==> src/rtl/memSeqPkg.sv <==
package memSeqPkg;
  typedef enum logic [1:0] {SEQ_IDLE, SEQ_ACCESS, SEQ_GAP} seqState_t;

  // strobes from the control FSM to the datapath
  typedef struct packed {
    logic load;      // request taken, latch address/data/enables
    logic nextBeat;  // a further beat starts, take new write data
    logic step;      // advance address for a split beat
    logic capture;   // capture read data this cycle
    logic csAct;
    logic advAct;
    logic oeAct;
    logic weAct;
    logic isWrite;
    logic muxed;
    logic narrow;
  } seqStrobe_t;
endpackage

==> src/rtl/memSeqWaitSync.sv <==
module memSeqWaitSync #(
  parameter int STAGES = 2
) (
  input  logic clk,
  input  logic rstN,
  input  logic din,
  output logic dout
);
  logic [STAGES-1:0] shReg;
  always_ff @(posedge clk or negedge rstN) begin
    if (!rstN) shReg <= '0;
    else       shReg <= {shReg[STAGES-2:0], din};
  end
  assign dout = shReg[STAGES-1];
endmodule

==> src/rtl/memSeqCtrl.sv <==
module memSeqCtrl
  import memSeqPkg::*;
#(
  parameter int NUM_CS = 8,
  parameter int ADDR_W = 16,
  parameter int CNT_W  = 5,
  parameter int LEN_W  = 4,
  localparam int CS_W  = $clog2(NUM_CS)
) (
  input  logic                      clk,
  input  logic                      rstN,
  input  logic                      reqValid,
  input  logic [ADDR_W-1:0]         reqAddr,
  input  logic                      reqWrite,
  input  logic [LEN_W-1:0]          reqLen,
  output logic                      reqReady,
  input  logic                      waitLevel,
  input  logic [NUM_CS-1:0]         cfgEnable,
  input  logic [NUM_CS-1:0]         cfgMuxed,
  input  logic [NUM_CS-1:0]         cfgBurstOk,
  input  logic [NUM_CS-1:0]         cfgNarrow,
  input  logic [NUM_CS-1:0]         cfgWaitEn,
  input  logic [NUM_CS-1:0]         cfgWaitPol,
  input  logic [NUM_CS-1:0]         cfgSyncRd,
  input  logic [NUM_CS-1:0]         cfgSyncWr,
  input  logic [NUM_CS*ADDR_W-1:0]  cfgBase,
  input  logic [NUM_CS*ADDR_W-1:0]  cfgMask,
  input  logic [NUM_CS*CNT_W-1:0]   cfgCsOn,
  input  logic [NUM_CS*CNT_W-1:0]   cfgCsOff,
  input  logic [NUM_CS*CNT_W-1:0]   cfgAdvOn,
  input  logic [NUM_CS*CNT_W-1:0]   cfgAdvOff,
  input  logic [NUM_CS*CNT_W-1:0]   cfgOeOn,
  input  logic [NUM_CS*CNT_W-1:0]   cfgOeOff,
  input  logic [NUM_CS*CNT_W-1:0]   cfgWeOn,
  input  logic [NUM_CS*CNT_W-1:0]   cfgWeOff,
  input  logic [NUM_CS*CNT_W-1:0]   cfgCapture,
  input  logic [NUM_CS*CNT_W-1:0]   cfgLen,
  input  logic [NUM_CS*CNT_W-1:0]   cfgIdle,
  output seqStrobe_t                strobe,
  output logic [NUM_CS-1:0]         extCsN,
  output logic                      extClkEn,
  output logic                      rspDone,
  output logic                      rspErr
);
  seqState_t         state;
  logic [CS_W-1:0]   csSel, hitIdx;
  logic [NUM_CS-1:0] hitVec;
  logic [CNT_W-1:0]  cnt, gapCnt;
  logic [LEN_W-1:0]  beatsLeft;
  logic              firstBeat, isWrite, splitMode, resumeAccess;

  function automatic logic [CNT_W-1:0] pick(input logic [NUM_CS*CNT_W-1:0] v,
                                            input logic [CS_W-1:0] s);
    return v[s*CNT_W +: CNT_W];
  endfunction

  function automatic logic inWin(input logic [CNT_W-1:0] n,
                                 input logic [CNT_W-1:0] on,
                                 input logic [CNT_W-1:0] off);
    return (n >= on) && (n < off);
  endfunction

  // address decode, one comparator per region
  for (genvar g = 0; g < NUM_CS; g++) begin : gDecode
    assign hitVec[g] = cfgEnable[g] &&
      ((reqAddr & cfgMask[g*ADDR_W +: ADDR_W]) == cfgBase[g*ADDR_W +: ADDR_W]);
  end

  always_comb begin
    hitIdx = '0;
    for (int i = NUM_CS - 1; i >= 0; i--)
      if (hitVec[i]) hitIdx = CS_W'(i);
  end

  logic [CNT_W-1:0] curLen, curCap, curIdle, lastCnt;
  logic inAccess, waitHold, beatEnd, take;
  assign curLen   = pick(cfgLen, csSel);
  assign curCap   = pick(cfgCapture, csSel);
  assign curIdle  = pick(cfgIdle, csSel);
  assign lastCnt  = curLen - CNT_W'(1);
  assign inAccess = (state == SEQ_ACCESS);
  assign waitHold = inAccess && cfgWaitEn[csSel] && (cnt == curCap) &&
                    (waitLevel == cfgWaitPol[csSel]);
  assign beatEnd  = inAccess && !waitHold && (cnt == lastCnt);
  assign reqReady = (state == SEQ_IDLE);
  assign take     = reqReady && reqValid;

  always_comb begin
    strobe          = '0;
    strobe.load     = take && (|hitVec);
    strobe.nextBeat = beatEnd && (beatsLeft != '0);
    strobe.step     = strobe.nextBeat && splitMode;
    strobe.capture  = inAccess && !isWrite && !waitHold && (cnt == curCap);
    strobe.csAct    = inAccess && inWin(cnt, pick(cfgCsOn, csSel), pick(cfgCsOff, csSel));
    strobe.advAct   = inAccess && (firstBeat || splitMode) &&
                      inWin(cnt, pick(cfgAdvOn, csSel), pick(cfgAdvOff, csSel));
    strobe.oeAct    = inAccess && !isWrite &&
                      inWin(cnt, pick(cfgOeOn, csSel), pick(cfgOeOff, csSel));
    strobe.weAct    = inAccess && isWrite &&
                      inWin(cnt, pick(cfgWeOn, csSel), pick(cfgWeOff, csSel));
    strobe.isWrite  = isWrite;
    strobe.muxed    = cfgMuxed[csSel];
    strobe.narrow   = cfgNarrow[csSel];
  end

  for (genvar g = 0; g < NUM_CS; g++) begin : gCs
    assign extCsN[g] = !(strobe.csAct && (csSel == CS_W'(g)));
  end

  assign extClkEn = strobe.csAct && (isWrite ? cfgSyncWr[csSel] : cfgSyncRd[csSel]);

  always_ff @(posedge clk or negedge rstN) begin
    if (!rstN) begin
      state <= SEQ_IDLE;
      csSel <= '0;
      cnt <= '0;
      gapCnt <= '0;
      beatsLeft <= '0;
      firstBeat <= 1'b0;
      isWrite <= 1'b0;
      splitMode <= 1'b0;
      resumeAccess <= 1'b0;
      rspDone <= 1'b0;
      rspErr <= 1'b0;
    end else begin
      rspDone <= 1'b0;
      rspErr  <= 1'b0;
      unique case (state)
        SEQ_IDLE: if (take) begin
          if (|hitVec) begin
            state     <= SEQ_ACCESS;
            csSel     <= hitIdx;
            cnt       <= '0;
            beatsLeft <= reqLen;
            firstBeat <= 1'b1;
            isWrite   <= reqWrite;
            splitMode <= !cfgBurstOk[hitIdx] || cfgNarrow[hitIdx];
          end else begin
            rspDone <= 1'b1;
            rspErr  <= 1'b1;
          end
        end
        SEQ_ACCESS: if (!waitHold) begin
          if (cnt == lastCnt) begin
            cnt       <= '0;
            firstBeat <= 1'b0;
            if (beatsLeft == '0) begin
              rspDone      <= 1'b1;
              resumeAccess <= 1'b0;
              gapCnt       <= curIdle - CNT_W'(1);
              state        <= (curIdle != '0) ? SEQ_GAP : SEQ_IDLE;
            end else begin
              beatsLeft    <= beatsLeft - LEN_W'(1);
              resumeAccess <= 1'b1;
              gapCnt       <= curIdle - CNT_W'(1);
              if (splitMode && curIdle != '0) state <= SEQ_GAP;
            end
          end else begin
            cnt <= cnt + CNT_W'(1);
          end
        end
        SEQ_GAP: begin
          if (gapCnt == '0) begin
            state <= resumeAccess ? SEQ_ACCESS : SEQ_IDLE;
            cnt   <= '0;
          end else begin
            gapCnt <= gapCnt - CNT_W'(1);
          end
        end
        default: state <= SEQ_IDLE;
      endcase
    end
  end

  assert_cs_onehot_R1: assert property (@(posedge clk) disable iff (!rstN)
    $onehot0(~extCsN));
  assert_miss_quiet_R2: assert property (@(posedge clk) disable iff (!rstN)
    rspErr |-> (&extCsN && rspDone));
  assert_wait_hold_R10: assert property (@(posedge clk) disable iff (!rstN)
    waitHold |=> (cnt == $past(cnt) && state == SEQ_ACCESS));
  assert_gap_hold_R11: assert property (@(posedge clk) disable iff (!rstN)
    (state == SEQ_GAP && gapCnt != '0) |=> (state == SEQ_GAP && !reqReady));
endmodule

==> src/rtl/memSeqData.sv <==
module memSeqData
  import memSeqPkg::*;
#(
  parameter int ADDR_W = 16,
  parameter int DATA_W = 16,
  localparam int BE_W  = DATA_W / 8
) (
  input  logic              clk,
  input  logic              rstN,
  input  seqStrobe_t        strobe,
  input  logic [ADDR_W-1:0] reqAddr,
  input  logic [DATA_W-1:0] reqWdata,
  input  logic [BE_W-1:0]   reqBe,
  input  logic [DATA_W-1:0] extDataIn,
  output logic [ADDR_W-1:0] extAddr,
  output logic [DATA_W-1:0] extDataOut,
  output logic              extDataOe,
  output logic              extAdvN,
  output logic              extOeN,
  output logic              extWeN,
  output logic [BE_W-1:0]   extBeN,
  output logic              rdValid,
  output logic [DATA_W-1:0] rdData
);
  logic [ADDR_W-1:0] addrReg;
  logic [DATA_W-1:0] wdataReg;
  logic [BE_W-1:0]   beReg;
  logic              addrPhase;

  always_ff @(posedge clk or negedge rstN) begin
    if (!rstN) begin
      addrReg  <= '0;
      wdataReg <= '0;
      beReg    <= '0;
      rdValid  <= 1'b0;
      rdData   <= '0;
    end else begin
      rdValid <= strobe.capture;
      if (strobe.load) begin
        addrReg  <= reqAddr;
        wdataReg <= reqWdata;
        beReg    <= reqBe;
      end else begin
        if (strobe.step)     addrReg  <= addrReg + ADDR_W'(1);
        if (strobe.nextBeat) wdataReg <= reqWdata;
      end
      if (strobe.capture)
        rdData <= strobe.narrow ? {{(DATA_W-8){1'b0}}, extDataIn[7:0]} : extDataIn;
    end
  end

  assign addrPhase  = strobe.muxed && strobe.advAct;
  assign extAddr    = addrReg;
  assign extDataOut = addrPhase ? DATA_W'(addrReg) : wdataReg;
  assign extDataOe  = strobe.csAct && (strobe.isWrite || addrPhase);
  assign extAdvN    = !strobe.advAct;
  assign extOeN     = !strobe.oeAct;
  assign extWeN     = !strobe.weAct;
  assign extBeN     = strobe.csAct ? ~beReg : '1;

  assert_rd_after_capture_R4: assert property (@(posedge clk) disable iff (!rstN)
    rdValid |-> $past(strobe.capture));
  assert_split_step_R6: assert property (@(posedge clk) disable iff (!rstN)
    strobe.step |=> (extAddr == ADDR_W'($past(extAddr) + ADDR_W'(1))));
  assert_oe_we_excl_R9: assert property (@(posedge clk) disable iff (!rstN)
    !(extOeN == 1'b0 && extWeN == 1'b0));
endmodule

==> src/rtl/memAccessSeq.sv <==
module memAccessSeq
  import memSeqPkg::*;
#(
  parameter int NUM_CS = 8,
  parameter int ADDR_W = 16,
  parameter int DATA_W = 16,
  parameter int CNT_W  = 5,
  parameter int LEN_W  = 4,
  localparam int BE_W  = DATA_W / 8
) (
  input  logic                     clk,
  input  logic                     rstN,
  input  logic                     reqValid,
  output logic                     reqReady,
  input  logic [ADDR_W-1:0]        reqAddr,
  input  logic                     reqWrite,
  input  logic [DATA_W-1:0]        reqWdata,
  input  logic [BE_W-1:0]          reqBe,
  input  logic [LEN_W-1:0]         reqLen,
  output logic                     rdValid,
  output logic [DATA_W-1:0]        rdData,
  output logic                     rspDone,
  output logic                     rspErr,
  output logic [NUM_CS-1:0]        extCsN,
  output logic                     extAdvN,
  output logic                     extOeN,
  output logic                     extWeN,
  output logic [BE_W-1:0]          extBeN,
  output logic [ADDR_W-1:0]        extAddr,
  output logic [DATA_W-1:0]        extDataOut,
  output logic                     extDataOe,
  input  logic [DATA_W-1:0]        extDataIn,
  input  logic                     extWait,
  output logic                     extClkEn,
  input  logic [NUM_CS-1:0]        cfgEnable,
  input  logic [NUM_CS-1:0]        cfgMuxed,
  input  logic [NUM_CS-1:0]        cfgBurstOk,
  input  logic [NUM_CS-1:0]        cfgNarrow,
  input  logic [NUM_CS-1:0]        cfgWaitEn,
  input  logic [NUM_CS-1:0]        cfgWaitPol,
  input  logic [NUM_CS-1:0]        cfgSyncRd,
  input  logic [NUM_CS-1:0]        cfgSyncWr,
  input  logic [NUM_CS*ADDR_W-1:0] cfgBase,
  input  logic [NUM_CS*ADDR_W-1:0] cfgMask,
  input  logic [NUM_CS*CNT_W-1:0]  cfgCsOn,
  input  logic [NUM_CS*CNT_W-1:0]  cfgCsOff,
  input  logic [NUM_CS*CNT_W-1:0]  cfgAdvOn,
  input  logic [NUM_CS*CNT_W-1:0]  cfgAdvOff,
  input  logic [NUM_CS*CNT_W-1:0]  cfgOeOn,
  input  logic [NUM_CS*CNT_W-1:0]  cfgOeOff,
  input  logic [NUM_CS*CNT_W-1:0]  cfgWeOn,
  input  logic [NUM_CS*CNT_W-1:0]  cfgWeOff,
  input  logic [NUM_CS*CNT_W-1:0]  cfgCapture,
  input  logic [NUM_CS*CNT_W-1:0]  cfgLen,
  input  logic [NUM_CS*CNT_W-1:0]  cfgIdle
);
  seqStrobe_t strobe;
  logic       waitLevel;

  memSeqWaitSync #(.STAGES(2)) uWaitSync (
    .clk(clk), .rstN(rstN), .din(extWait), .dout(waitLevel));

  memSeqCtrl #(.NUM_CS(NUM_CS), .ADDR_W(ADDR_W), .CNT_W(CNT_W), .LEN_W(LEN_W)) uCtrl (
    .clk(clk), .rstN(rstN), .reqValid(reqValid), .reqAddr(reqAddr),
    .reqWrite(reqWrite), .reqLen(reqLen), .reqReady(reqReady), .waitLevel(waitLevel),
    .cfgEnable(cfgEnable), .cfgMuxed(cfgMuxed), .cfgBurstOk(cfgBurstOk),
    .cfgNarrow(cfgNarrow), .cfgWaitEn(cfgWaitEn), .cfgWaitPol(cfgWaitPol),
    .cfgSyncRd(cfgSyncRd), .cfgSyncWr(cfgSyncWr), .cfgBase(cfgBase), .cfgMask(cfgMask),
    .cfgCsOn(cfgCsOn), .cfgCsOff(cfgCsOff), .cfgAdvOn(cfgAdvOn), .cfgAdvOff(cfgAdvOff),
    .cfgOeOn(cfgOeOn), .cfgOeOff(cfgOeOff), .cfgWeOn(cfgWeOn), .cfgWeOff(cfgWeOff),
    .cfgCapture(cfgCapture), .cfgLen(cfgLen), .cfgIdle(cfgIdle),
    .strobe(strobe), .extCsN(extCsN), .extClkEn(extClkEn),
    .rspDone(rspDone), .rspErr(rspErr));

  memSeqData #(.ADDR_W(ADDR_W), .DATA_W(DATA_W)) uData (
    .clk(clk), .rstN(rstN), .strobe(strobe), .reqAddr(reqAddr), .reqWdata(reqWdata),
    .reqBe(reqBe), .extDataIn(extDataIn), .extAddr(extAddr), .extDataOut(extDataOut),
    .extDataOe(extDataOe), .extAdvN(extAdvN), .extOeN(extOeN), .extWeN(extWeN),
    .extBeN(extBeN), .rdValid(rdValid), .rdData(rdData));
endmodule

==> config.mk <==
export PLATFORM = sky130hd
export DESIGN_NAME = memAccessSeq
export DESIGN_NICKNAME = d
export VERILOG_FILES = /design/src/rtl/memSeqPkg.sv /design/src/rtl/memSeqWaitSync.sv /design/src/rtl/memSeqCtrl.sv /design/src/rtl/memSeqData.sv /design/src/rtl/memAccessSeq.sv
export SDC_FILE = /design/constraint.sdc
export NUM_CORES = 1
export LEC_CHECK = 0
export BUFFER_PORTS_ARGS = -buffer_cell sky130_fd_sc_hd__buf_2
export CORE_AREA = 2 2 342 344
export CTS_BUF_LIST = sky130_fd_sc_hd__clkbuf_2
export CTS_CLUSTER_SIZE = 40
export DETAILED_ROUTE_END_ITERATION = 8
export DIE_AREA = 0 0 344 346
export SLEW_MARGIN = 20
export SYNTH_ARGS = -nofsm -noshare
export SYNTH_HDL_FRONTEND = slang
export SYNTH_SLANG_ARGS = --single-unit
==> constraint.sdc <==
create_clock -name clk -period 7.7 [get_ports clk]
set_input_delay 0.77 -clock clk [delete_from_list [all_inputs] [get_ports clk]]
set_output_delay 0.77 -clock clk [all_outputs]
set_load 0.02 [all_outputs]
==> impl_results.md, run 1 <==
* Outcome: finished clean
* Skew-Pair Late Insertion Delay at 0.75 ns
* CTS sink count at 78
* Fraction of registers with async set/reset at 100%
* Synth warn at 0
* Static Leak at 7.53 nW
* DR WL/cell at 26.4 um
* Final count of hold timing violations at 0
* Reg clk slew, reported paths at 0.31 ns
* Sw power at 0.00101 W
* Placed Area at 17000 um^2
* Top Family by Delay on Critical Path: multiplexers
* Num CTS Buffers at 9
* Worst Setup EP: extDataOut[6]
* Achievable frequency at 162 MHz
* CTS tree: done
* Reg2Reg Depth at 10
* Final nets at 2824
* Global-route wire length before repair at 118000 um
* Final Max Tran Viols at 0
* Synthesis-to-finish area growth at 60.5%
* Tcrit/Tclk final at 80.1%
* DR pass1 iterations at 5
* Clock Tree Root: clkbuf_2
* WP depth at 12
* Share of cells above drive strength 1 at 55.6%
* Final min period at 6.17 ns
* Setup TNS at 0 ns
* Core area at 115000 um^2
* Die Y at 346 um
* Vias at 13400
* Htree depth at 3
* Critical path startpoint category: flip-flop
* Max stage delay on crit path at 0.98 ns
* Maximum VDD drop at 0.0854 mV
* # port buffers at 885
* Cell taking the most area after synthesis: mux4_2
* # setup viols final at 0
* Rel. slew slack at 25.8%
* Crit path DAT at 5.40 ns
* Clk pwr share at 14.7%
* Post-Layout Inst Area at 17200 um^2
* Library cells used by synthesis at 62
* Via-to-Cell Ratio at 3.81
* Synth top area share at 22.9%
* Actual slew at the worst max-slew pin at 1.10 ns
* EDFF count, synth at 0
* Largest net degree at the start of global routing at 73
* Worst path cell trace: buf_4, mux4_2, mux2i_1, ha_1, a21o_1, a21o_1, a21oi_1, nor2b_1, o211ai_1, or2_1, mux2_2, buf_2
* Syn Inst Count at 1110
* RR Startpoint: uCtrl.csSel[0]
* GPL Wtd Cong at 0.941
* Syn Nets at 1971
* Cell-internal power at 0.00125 W
* Critical path class: reg -> out
* Slowest-stage cell, CP: dfrtp_4
* Vias in the first global route at 13400
* RSZ-0062 raised after global routing: false
* Worst clock skew at 0.0697 ns
* Critical-path maximum fanout at 30
* Initial core utilization at 9.31%
* FF-to-FF setup slack at 2.28 ns
* Most frequent cells in the layout: buf_2, nand2_1, xor2_1
* All-Layer GR Usage at 14.8%
* Switching Share at 44.6%
* Top cells by area, synth: mux4_2, dfrtp_1, xor2_1, mux2i_1, nand2_1
* Power per Cell Area at 131 nW/um^2
* Worst setup EP type: primary output
* Most common cell after layout, fill and taps aside: buf_2
* Predominant post-synthesis flop cell: dfrtp_1
* WL final at 92800 um
* Post-CTS sizing at 0
* ANT nets after route at 0
* Comb pwr share at 57.2%
* # IOs at 886
* Register area share after synthesis at 18.2%
* Buffers and inverters on the worst path at 2
* Critical Path RT at 6.93 ns
* Row Count at 125
* Pre-CTS setup slack at 2.21 ns
* DRT iter0 DRCs at 955
* Remaining DRCs at 0
* Die W at 344 um
* Total power at 0.00226 W
* Initial antenna violation count at 85
* Final worst slack at 1.53 ns
* Total gr overflow at 0
* Post-Syn Area per Cell at 9.68 um^2
* Clock buffer depth at 2
* Worst setup path startpoint: uCtrl.csSel[0]
* Sequential Power Share at 28.0%
* Post-synthesis register bit count at 78
* Post-DP HPWL at 81200 um
* Cell repeated most along the worst path: a21o_1
* Reg2reg end: uData.extAddr[14]
* Total of max-cap violations at 0
* Area of the die at 119000 um^2
* Hold WC Path Type: in -> reg
* Mapped Area at 10700 um^2
sequential cells by signal, summed over array words and instances, names as in the netlist:
register            count
uCtrl.cnt               5
uCtrl.csSel             3
uCtrl.splitMode         1
uCtrl.firstBeat         1
uData.wdataReg         16
uCtrl.beatsLeft         4
uData.rdData           16
uCtrl.rspErr            1
uData.beReg             2
uCtrl.gapCnt            5
uCtrl.state             2
uCtrl.resumeAccess      1
uData.extAddr          16
uWaitSync.shReg         2
uData.rdValid           1
uCtrl.isWrite           1
uCtrl.rspDone           1
worst min-delay path by stage:
stage	depth (start not counted)	start	to
after floorplan	0	uWaitSync.shReg[0]	uWaitSync.shReg[1]
after global placement	0	uWaitSync.shReg[0]	uWaitSync.shReg[1]
after detailed placement	0	uWaitSync.shReg[0]	uWaitSync.shReg[1]
after CTS	2	reqWdata[5]	uData.wdataReg[5]
after global routing	2	reqWdata[5]	uData.wdataReg[5]
final	2	reqWdata[5]	uData.wdataReg[5]
worst reg2reg max path, delay by kind of cell, from the launching register on:
| kind | cells | cell delay, ns |
|---|---|---|
| muxes | 2 | 0.91 |
| and+or+nand+nor | 4 | 1.62 |
| DFF | 1 | 0.98 |
| buffers and inverters | 2 | 1.09 |
| AOI/OAI and AO/OA | 2 | 0.70 |
power groups by stage:
stage / logic, W / clock network, W / registers, W
detailed placement: 0.00133 / 0 / 0.000647
global placement: 0.00131 / 0 / 0.000644
floorplan: 0.000634 / 0 / 0.000671
global route: 0.00143 / 0.000365 / 0.000652
finish: 0.00130 / 0.000333 / 0.000634
CTS: 0.00133 / 0.000361 / 0.000637
metrics by stage:
step,hold WS (ns),util (%),cells
final,0.210,14.9,3513
after global routing,0.0855,14.9,3506
after CTS,0.0296,14.9,3492
after detailed placement,0.393,14.7,3474
after global placement,0.395,14.7,3474
after floorplan,0.331,-,1110
cell type report:
cell class,count,area (um^2)
tap,1524,1910
sequential,78,1960
timing repair buffer,913,4670
antenna,21,52.6
fill,13300,98200
multi-input combinational,928,8360
clock inverter,5,108
inverter,33,124
clock buffer,11,55.1
per-layer routing:
metal | wire, um | up-vias | part of all wire (%) | track usage (%)
li1 | - | 5914 | - | -
met1 | 36100 | 6490 | 39 | 17.2
met2 | 47600 | 760 | 51 | 27.5
met3 | 5710 | 193 | 6.1 | 2.37
met4 | 3360 | 20 | 3.6 | 4.43
met5 | 118 | - | 0.13 | 0
Yosys cell counts, types with 8 or more instances:
master       n
nand2_1    154
xor2_1     122
mux4_2     109
dfrtp_1     78
mux2i_1     76
nor2_1      48
mux2_2      46
ha_1        42
clkbuf_1    41
a21oi_1     34
inv_1       33
nand4_1     27
o21ai_0     24
nand3_1     23
buf_2       22
nor4_1      22
nand2b_1    16
xnor2_1     16
a21o_1      13
a211oi_1    12
a31oi_1     12
a22oi_1     10
nor2b_1     10
o2111ai_1    9
and4_1       8
cells by family (layout without fill, tap and decap cells):
family	count (synthesis)	after routing	share of synthesized area [%]
fa+ha+maj	42	42	4.89
flops	78	78	18.2
buf+inv	104	962	4.14
simple gates	348	348	15.6
xor+xnor	138	138	11.3
other cells	0	21	0
compound gates	160	160	9.98
mux	240	240	35.9
repair_timing:
item | 4_1_cts | 5_1_grt
hold endpoints to repair | 26 | 0
hold buffers | 2 | 0
endpoints found under the setup margin | 0 | 0
buffers inserted | 0 | 0
Power figures use the tool's default switching activity.
==> run 2: changes to the inputs <==
==> constraint.sdc (replaced) <==
create_clock -name clk -period 5.9 [get_ports clk]
set_input_delay 0.59 -clock clk [delete_from_list [all_inputs] [get_ports clk]]
set_output_delay 0.59 -clock clk [all_outputs]
set_load 0.02 [all_outputs]
==> run 2 against run 1 <==
Net effect: total power increased by 29%; clock power increased by 5%; worst setup slack got worse by 1.1 ns; clock-buffer cell count decreased by 1; largest power group unchanged; highest routed layer unchanged.
==> impl_results.md, run 2 (same netlist as run 1, synthesis figures left out) <==
* Die W at 344 um (unchanged)
* Reg2reg end: uData.extAddr[12]
* Critical Path RT at 5.31 ns (-1.62 ns)
* Hold-critical path depth at 2 (unchanged)
* All-Layer GR Usage at 15.0% (+0.20 points)
* Critical path class: reg -> out
* Htree depth at 3 (unchanged)
* ANT nets after route at 0 (unchanged)
* FF-to-FF setup slack at 1.11 ns (-1.17 ns)
* Share of cells above drive strength 1 at 56.1% (+0.43 points)
* RR Startpoint: uCtrl.csSel[0]
* Tcrit/Tclk final at 92.1%
* Final nets at 2841 (+0.60%)
* DR pass1 iterations at 5 (unchanged)
* DR WL/cell at 27.0 um (+2.1%)
* WL final at 95200 um (+2.5%)
* WHS Endpoint: uData.wdataReg[4]
* Vias at 13600 (+1.5%)
* Core area at 115000 um^2 (unchanged)
* Post-Layout Inst Area at 17400 um^2 (+0.78%)
* Post-CTS sizing at 0 (unchanged)
* CTS sink count at 78 (unchanged)
* Total of max-cap violations at 0 (unchanged)
* Largest net degree at the start of global routing at 51 (-30%)
* GPL Wtd Cong at 0.925 (-1.7%)
* Area of the die at 119000 um^2 (unchanged)
* Slowest-stage cell, CP: dfrtp_4
* Pre-CTS setup slack at 1.01 ns (-1.20 ns)
* Outcome: finished clean
* Most frequent cells in the layout: buf_2, nand2_1, xor2_1
* Final min period at 5.43 ns
* Global-route wire length before repair at 119000 um (+1.6%)
* Remaining DRCs at 0 (unchanged)
* Actual slew at the worst max-slew pin at 1.10 ns (-0.00173 ns)
* Initial core utilization at 9.31% (unchanged)
* Max stage delay on crit path at 0.88 ns (-0.10 ns)
* Initial antenna violation count at 96 (+13%)
* Worst path cell trace: buf_4, mux4_2, mux2i_1, o21a_1, o21a_1, o211ai_1, o211ai_1, or2_1, buf_4, mux2_2, buf_2
* Final worst slack at 0.469 ns (-1.07 ns)
* Clock Tree Root: clkbuf_2
* Static Leak at 7.60 nW (+0.87%)
* CTS tree: done
* Finished Layout Cells at 3528 (+0.43%)
* Critical path startpoint category: flip-flop
* Hold path startpoint: reqWdata[4]
* # IOs at 886 (unchanged)
* Total gr overflow at 0 (unchanged)
* Reg2Reg Depth at 12 (+2)
* Clock buffer depth at 2 (unchanged)
* Rel. slew slack at 24.4% (-1.4 points)
* Power per Cell Area at 168 nW/um^2 (+28%)
* Skew-Pair Late Insertion Delay at 0.67 ns (-0.08 ns)
* Hold WC Path Type: in -> reg
* Crit path DAT at 4.84 ns (-0.56 ns)
* DRT iter0 DRCs at 840 (-12%)
* Final Max Tran Viols at 0 (unchanged)
* Die Y at 346 um (unchanged)
* Most common cell after layout, fill and taps aside: buf_2
* Num CTS Buffers at 9 (unchanged)
* Placed Area at 17100 um^2 (+0.63%)
* # port buffers at 885 (unchanged)
* Setup TNS at 0 ns (unchanged)
* Final count of hold timing violations at 0 (unchanged)
* Critical-path maximum fanout at 18 (-40%)
* Maximum VDD drop at 0.127 mV (+49%)
* Via-to-Cell Ratio at 3.85 (+1.1%)
* Achievable frequency at 184 MHz
* Reg clk slew, reported paths at 0.28 ns (-0.03 ns)
* Vias in the first global route at 13500 (+0.89%)
* RSZ-0062 raised after global routing: false
* Worst clock skew at 0.0513 ns (-0.0184 ns)
* Synthesis-to-finish area growth at 61.8%
* Row Count at 125 (unchanged)
* # setup viols final at 0 (unchanged)
* Post-DP HPWL at 82800 um (+2.0%)
* Worst setup EP type: primary output
* Dpl cells at 3486 (+0.35%)
-- run 2: how the worst max path moves through the flow --
stage,from,to,slack [ns],cells past startpoint
finish,uCtrl.csSel[0],extDataOut[0],0.47,11
global route,uCtrl.csSel[0],extDataOut[8],0.11,13
CTS,uCtrl.csSel[0],extDataOut[0],0.09,13
detailed placement,uCtrl.csSel[0],extDataOut[0],1.01,13
global placement,uCtrl.csSel[0],extDataOut[15],1.07,13
floorplan,uCtrl.csSel[0],extDataOut[10],0.07,21
-- run 2: power by group --
part / switching [W] / internal [W] / leakage (nW) / total [W]
logic: 0.000936 / 0.000759 / 6.55 / 0.00169
clock network: 0.000247 / 0.000102 / 0.0688 / 0.000349
registers: 0.000184 / 0.000695 / 0.976 / 0.000879
-- run 2: metal layers --
layer  global-route usage, %  part of all wire [%]  vias up
li1                        -                     -     5961
met1                    17.8                    40     6559
met2                    27.6                    51      803
met3                    2.43                   6.1      219
met4                    4.09                   3.1       34
met5                       0                  0.24        -
-- run 2: critical path, delay by kind of cell (launching register included) --
family                 cells  cell delay (ns)
AOI/OAI and AO/OA          4             0.54
muxes                      3             1.77
and+or+nand+nor            1             0.17
buffers and inverters      3             0.73
DFF                        1             0.88
-- run 2: layout make-up --
cell class / instances / area [um^2]
well taps: 1524 / 1910
fillers: 13300 / 98100
inverters: 33 / 124
diodes: 19 / 47.5
clock buffers: 10 / 50.0
clock inverters: 6 / 71.3
flip-flops and latches: 78 / 1960
repair buffers: 930 / 4830
multi-input cells: 928 / 8380
-- run 2: per-stage QoR --
stage | power (W) | hold slack [ns] | utilization [%]
4_1_cts | 0.00301 | 0.000166 | 15.0
3_3_place_gp | 0.00260 | 0.427 | 14.8
6_report | 0.00292 | 0.125 | 15.1
5_1_grt | 0.00316 | 0.0368 | 15.0
2_1_floorplan | 0.00170 | 0.294 | -
3_5_place_dp | 0.00262 | 0.419 | 14.8
-- run 2: repair_timing --
| action | CTS | global route |
|---|---|---|
| setup endpoints to repair | 0 | 14 |
| hold buffers | 6 | 0 |
| endpoints found under the hold margin | 38 | 0 |
| buffers inserted | 0 | 1 |
==> run 3: changes to the inputs <==
--- a/config.mk
+++ b/config.mk
@@ -6,11 +6,15 @@
 export NUM_CORES = 1
 export LEC_CHECK = 0
 export BUFFER_PORTS_ARGS = -buffer_cell sky130_fd_sc_hd__buf_2
-export CORE_AREA = 2 2 342 344
+export CELL_PAD_IN_SITES_DETAIL_PLACEMENT = 0
+export CELL_PAD_IN_SITES_GLOBAL_PLACEMENT = 1
+export CORE_AREA = 2 2 347 349
 export CTS_BUF_LIST = sky130_fd_sc_hd__clkbuf_2
 export CTS_CLUSTER_SIZE = 40
 export DETAILED_ROUTE_END_ITERATION = 8
-export DIE_AREA = 0 0 344 346
+export DIE_AREA = 0 0 349 351
+export GPL_TIMING_DRIVEN = 0
+export PLACE_DENSITY_LB_ADDON = 0.1
 export SLEW_MARGIN = 20
 export SYNTH_ARGS = -nofsm -noshare
 export SYNTH_HDL_FRONTEND = slang
==> run 3 against run 2 <==
Net effect: sequential share of layout area down 0.54 points; sequential power down 3.0%; via count down 4.4%; clock-buffer cell count down 1; cell count up 2.2%; fmax down 3.3%; critical path type unchanged; critical endpoint is now extDataOut[12]; largest cell class unchanged; highest routed layer unchanged.
==> impl_results.md, run 3 (same netlist as run 1, synthesis figures left out) <==
* Worst setup EP type: primary output
* Area of the die at 122000 um^2 (+2.9%)
* Cell repeated most along the worst path: buf_4
* All-Layer GR Usage at 13.7% (-1.4 points)
* Final min period at 5.61 ns (+0.184 ns)
* Crit path DAT at 5.02 ns (+0.18 ns)
* Clock Tree Root: clkbuf_2
* Most common cell after layout, fill and taps aside: buf_2
* Most frequent cells in the layout: buf_2, nand2_1, xor2_1
* Worst clock skew at 0.0745 ns (+0.0232 ns)
* Achievable frequency at 178 MHz (-3.3%)
* Rel. slew slack at 27.0% (+2.6 points)
* Die W at 349 um (+1.5%)
* # port buffers at 869 (-1.8%)
* WL final at 87900 um (-7.7%)
* DR WL/cell at 24.4 um (-9.7%)
* # IOs at 886 (unchanged)
* Critical-path maximum fanout at 10 (-8)
* Actual slew at the worst max-slew pin at 1.10 ns (-0.00754 ns)
* Reg2Reg Depth at 15 (+3)
* Die Y at 351 um (+1.4%)
* Reg clk slew, reported paths at 0.35 ns (+0.07 ns)
* Final nets at 2905 (+2.3%)
* Vias in the first global route at 14400 (+6.2%)
* Vias at 13000 (-4.4%)
* Slowest-stage cell, CP: dfrtp_2
* Total of max-cap violations at 0 (unchanged)
* Hold-critical path depth at 3 (+1)
* ANT nets after route at 0 (unchanged)
* # setup viols final at 0 (unchanged)
* Clock buffer depth at 2 (unchanged)
* Static Leak at 7.93 nW (+4.4%)
* DR pass1 iterations at 4 (-1)
* Fill count at 13800 (+3.6%)
* Via-to-Cell Ratio at 3.60 (-6.4%)
* GPL Wtd Cong at 0.829 (-10%)
* Share of cells above drive strength 1 at 55.3% (-0.78 points)
* Num CTS Buffers at 9 (unchanged)
* CTS tree: done
* Setup TNS at 0 ns (unchanged)
* Initial core utilization at 9.02% (-0.28 points)
* Hold_ws at 0.123 ns (-0.00227 ns)
* DRT iter0 DRCs at 481 (-43%)
* Htree depth at 3 (unchanged)
* Final count of hold timing violations at 0 (unchanged)
* Total gr overflow at 0 (unchanged)
* CTS sink count at 78 (unchanged)
* Power per Cell Area at 164 nW/um^2 (-2.3%)
* Tcrit/Tclk final at 95.2% (+3.1 points)
* Critical path class: reg -> out
* Remaining DRCs at 0 (unchanged)
* WP depth at 17 (+6)
* Initial antenna violation count at 28 (-71%)
* Maximum VDD drop at 0.0832 mV (-35%)
* Core area at 119000 um^2 (+3.1%)
* Post-DP HPWL at 76300 um (-7.8%)
* Global-route wire length before repair at 115000 um (-4.0%)
* Critical path startpoint category: flip-flop
* Synthesis-to-finish area growth at 68.9%
* Row Count at 127 (+1.6%)
* Skew-Pair Late Insertion Delay at 0.79 ns (+0.12 ns)
* Critical Path RT at 5.31 ns (about the same)
* Max stage delay on crit path at 0.53 ns (-0.35 ns)
* Utilization after layout at 15.2% (+0.19 points)
* RSZ-0062 raised after global routing: false
* Final Max Tran Viols at 0 (unchanged)
* Largest net degree at the start of global routing at 53 (+3.9%)
* Hold WC Path Type: in -> reg
* Top Family by Delay on Critical Path: buffers and inverters
* Outcome: finished clean
* Worst path cell trace: buf_4, buf_4, buf_8, buf_4, mux2_2, ha_1, nand2b_4, a21o_1, a21o_1, a21oi_1, nor2b_1, o211ai_1, or2_1, buf_6, buf_8, mux2_2, buf_2
* Buffers and inverters on the worst path at 7 (+4)
[run 3: routing by layer]
layer  up-vias  routed length, um  global-route usage [%]
met5         -                227                       0
met4        32               1640                    3.12
met3        73               5740                    2.77
met2       579              49900                    28.2
met1      6222              30300                    13.7
li1       6069                  -                       -
[run 3: report_power, final]
part	leakage [nW]	internal [W]	switching (W)
Combinational	6.85	0.000772	0.000888
Sequential	0.981	0.000695	0.000159
Clock	0.0991	0.000190	0.000278
Total	7.93	0.00166	0.00132
[run 3: worst paths after layout]
kind,endpoint,start,slack (ns)
setup / recovery,extDataOut[12],uCtrl.csSel[2],0.29
hold / removal,uCtrl.beatsLeft[1],reqLen[1],0.12
setup reg to reg,uCtrl.cnt[0],uCtrl.csSel[0],1.16
hold reg to reg,uWaitSync.shReg[1],uWaitSync.shReg[0],0.40
max in group asynchronous,uCtrl.isWrite,rstN,4.99
min in group asynchronous,uCtrl.splitMode,rstN,0.20
[run 3: cell type report]
type                       instances  area, um^2  share of cell area [%]
timing repair buffer             927        4920                    27.2
buffer                            67         566                    3.12
clock buffer                       9        45.0                   0.248
sequential                        78        1950                    10.8
multi-input combinational        928        8440                    46.5
clock inverter                     7         128                   0.704
tap                             1548        1940                    10.7
inverter                          33         124                   0.683
antenna                            7        17.5                  0.0966
[run 3: stage by stage]
| stage | power, W | cells | setup slack [ns] | cell area [um^2] |
|---|---|---|---|---|
| after floorplan | 0.00170 | 1110 | 0.0742 | 10700 |
| after global placement | 0.00254 | 3527 | -2.26 | 17000 |
| after detailed placement | 0.00256 | 3533 | -1.94 | 17200 |
| after CTS | 0.00310 | 3598 | 0.00211 | 18100 |
| after global routing | 0.00325 | 3601 | 0.0307 | 18100 |
| final | 0.00298 | 3604 | 0.285 | 18100 |
[run 3: what timing repair did]
action / 4_1_cts / 5_1_grt
hold buffers: 37 / 0
pin swaps: 2 / 2
hold endpoints to repair: 106 / 0
endpoints found under the setup margin: 31 / 23
gates resized for setup: 83 / 10
setup buffers: 14 / 1
[run 3: worst reg2reg max path, stage by stage (launching register included)]
cell and delay (ns):
dfrtp_1 0.45, buf_12 0.14, buf_12 0.19, buf_4 0.35, mux4_2 0.57, mux2i_2 0.31, ha_1 0.30, nand2b_1 0.07
a21oi_1 0.14, a31oi_1 0.06, a31oi_1 0.56, nand2_2 0.33, clkbuf_1 0.38, nand2_1 0.31, nor2_1 0.14, mux2_2 0.32
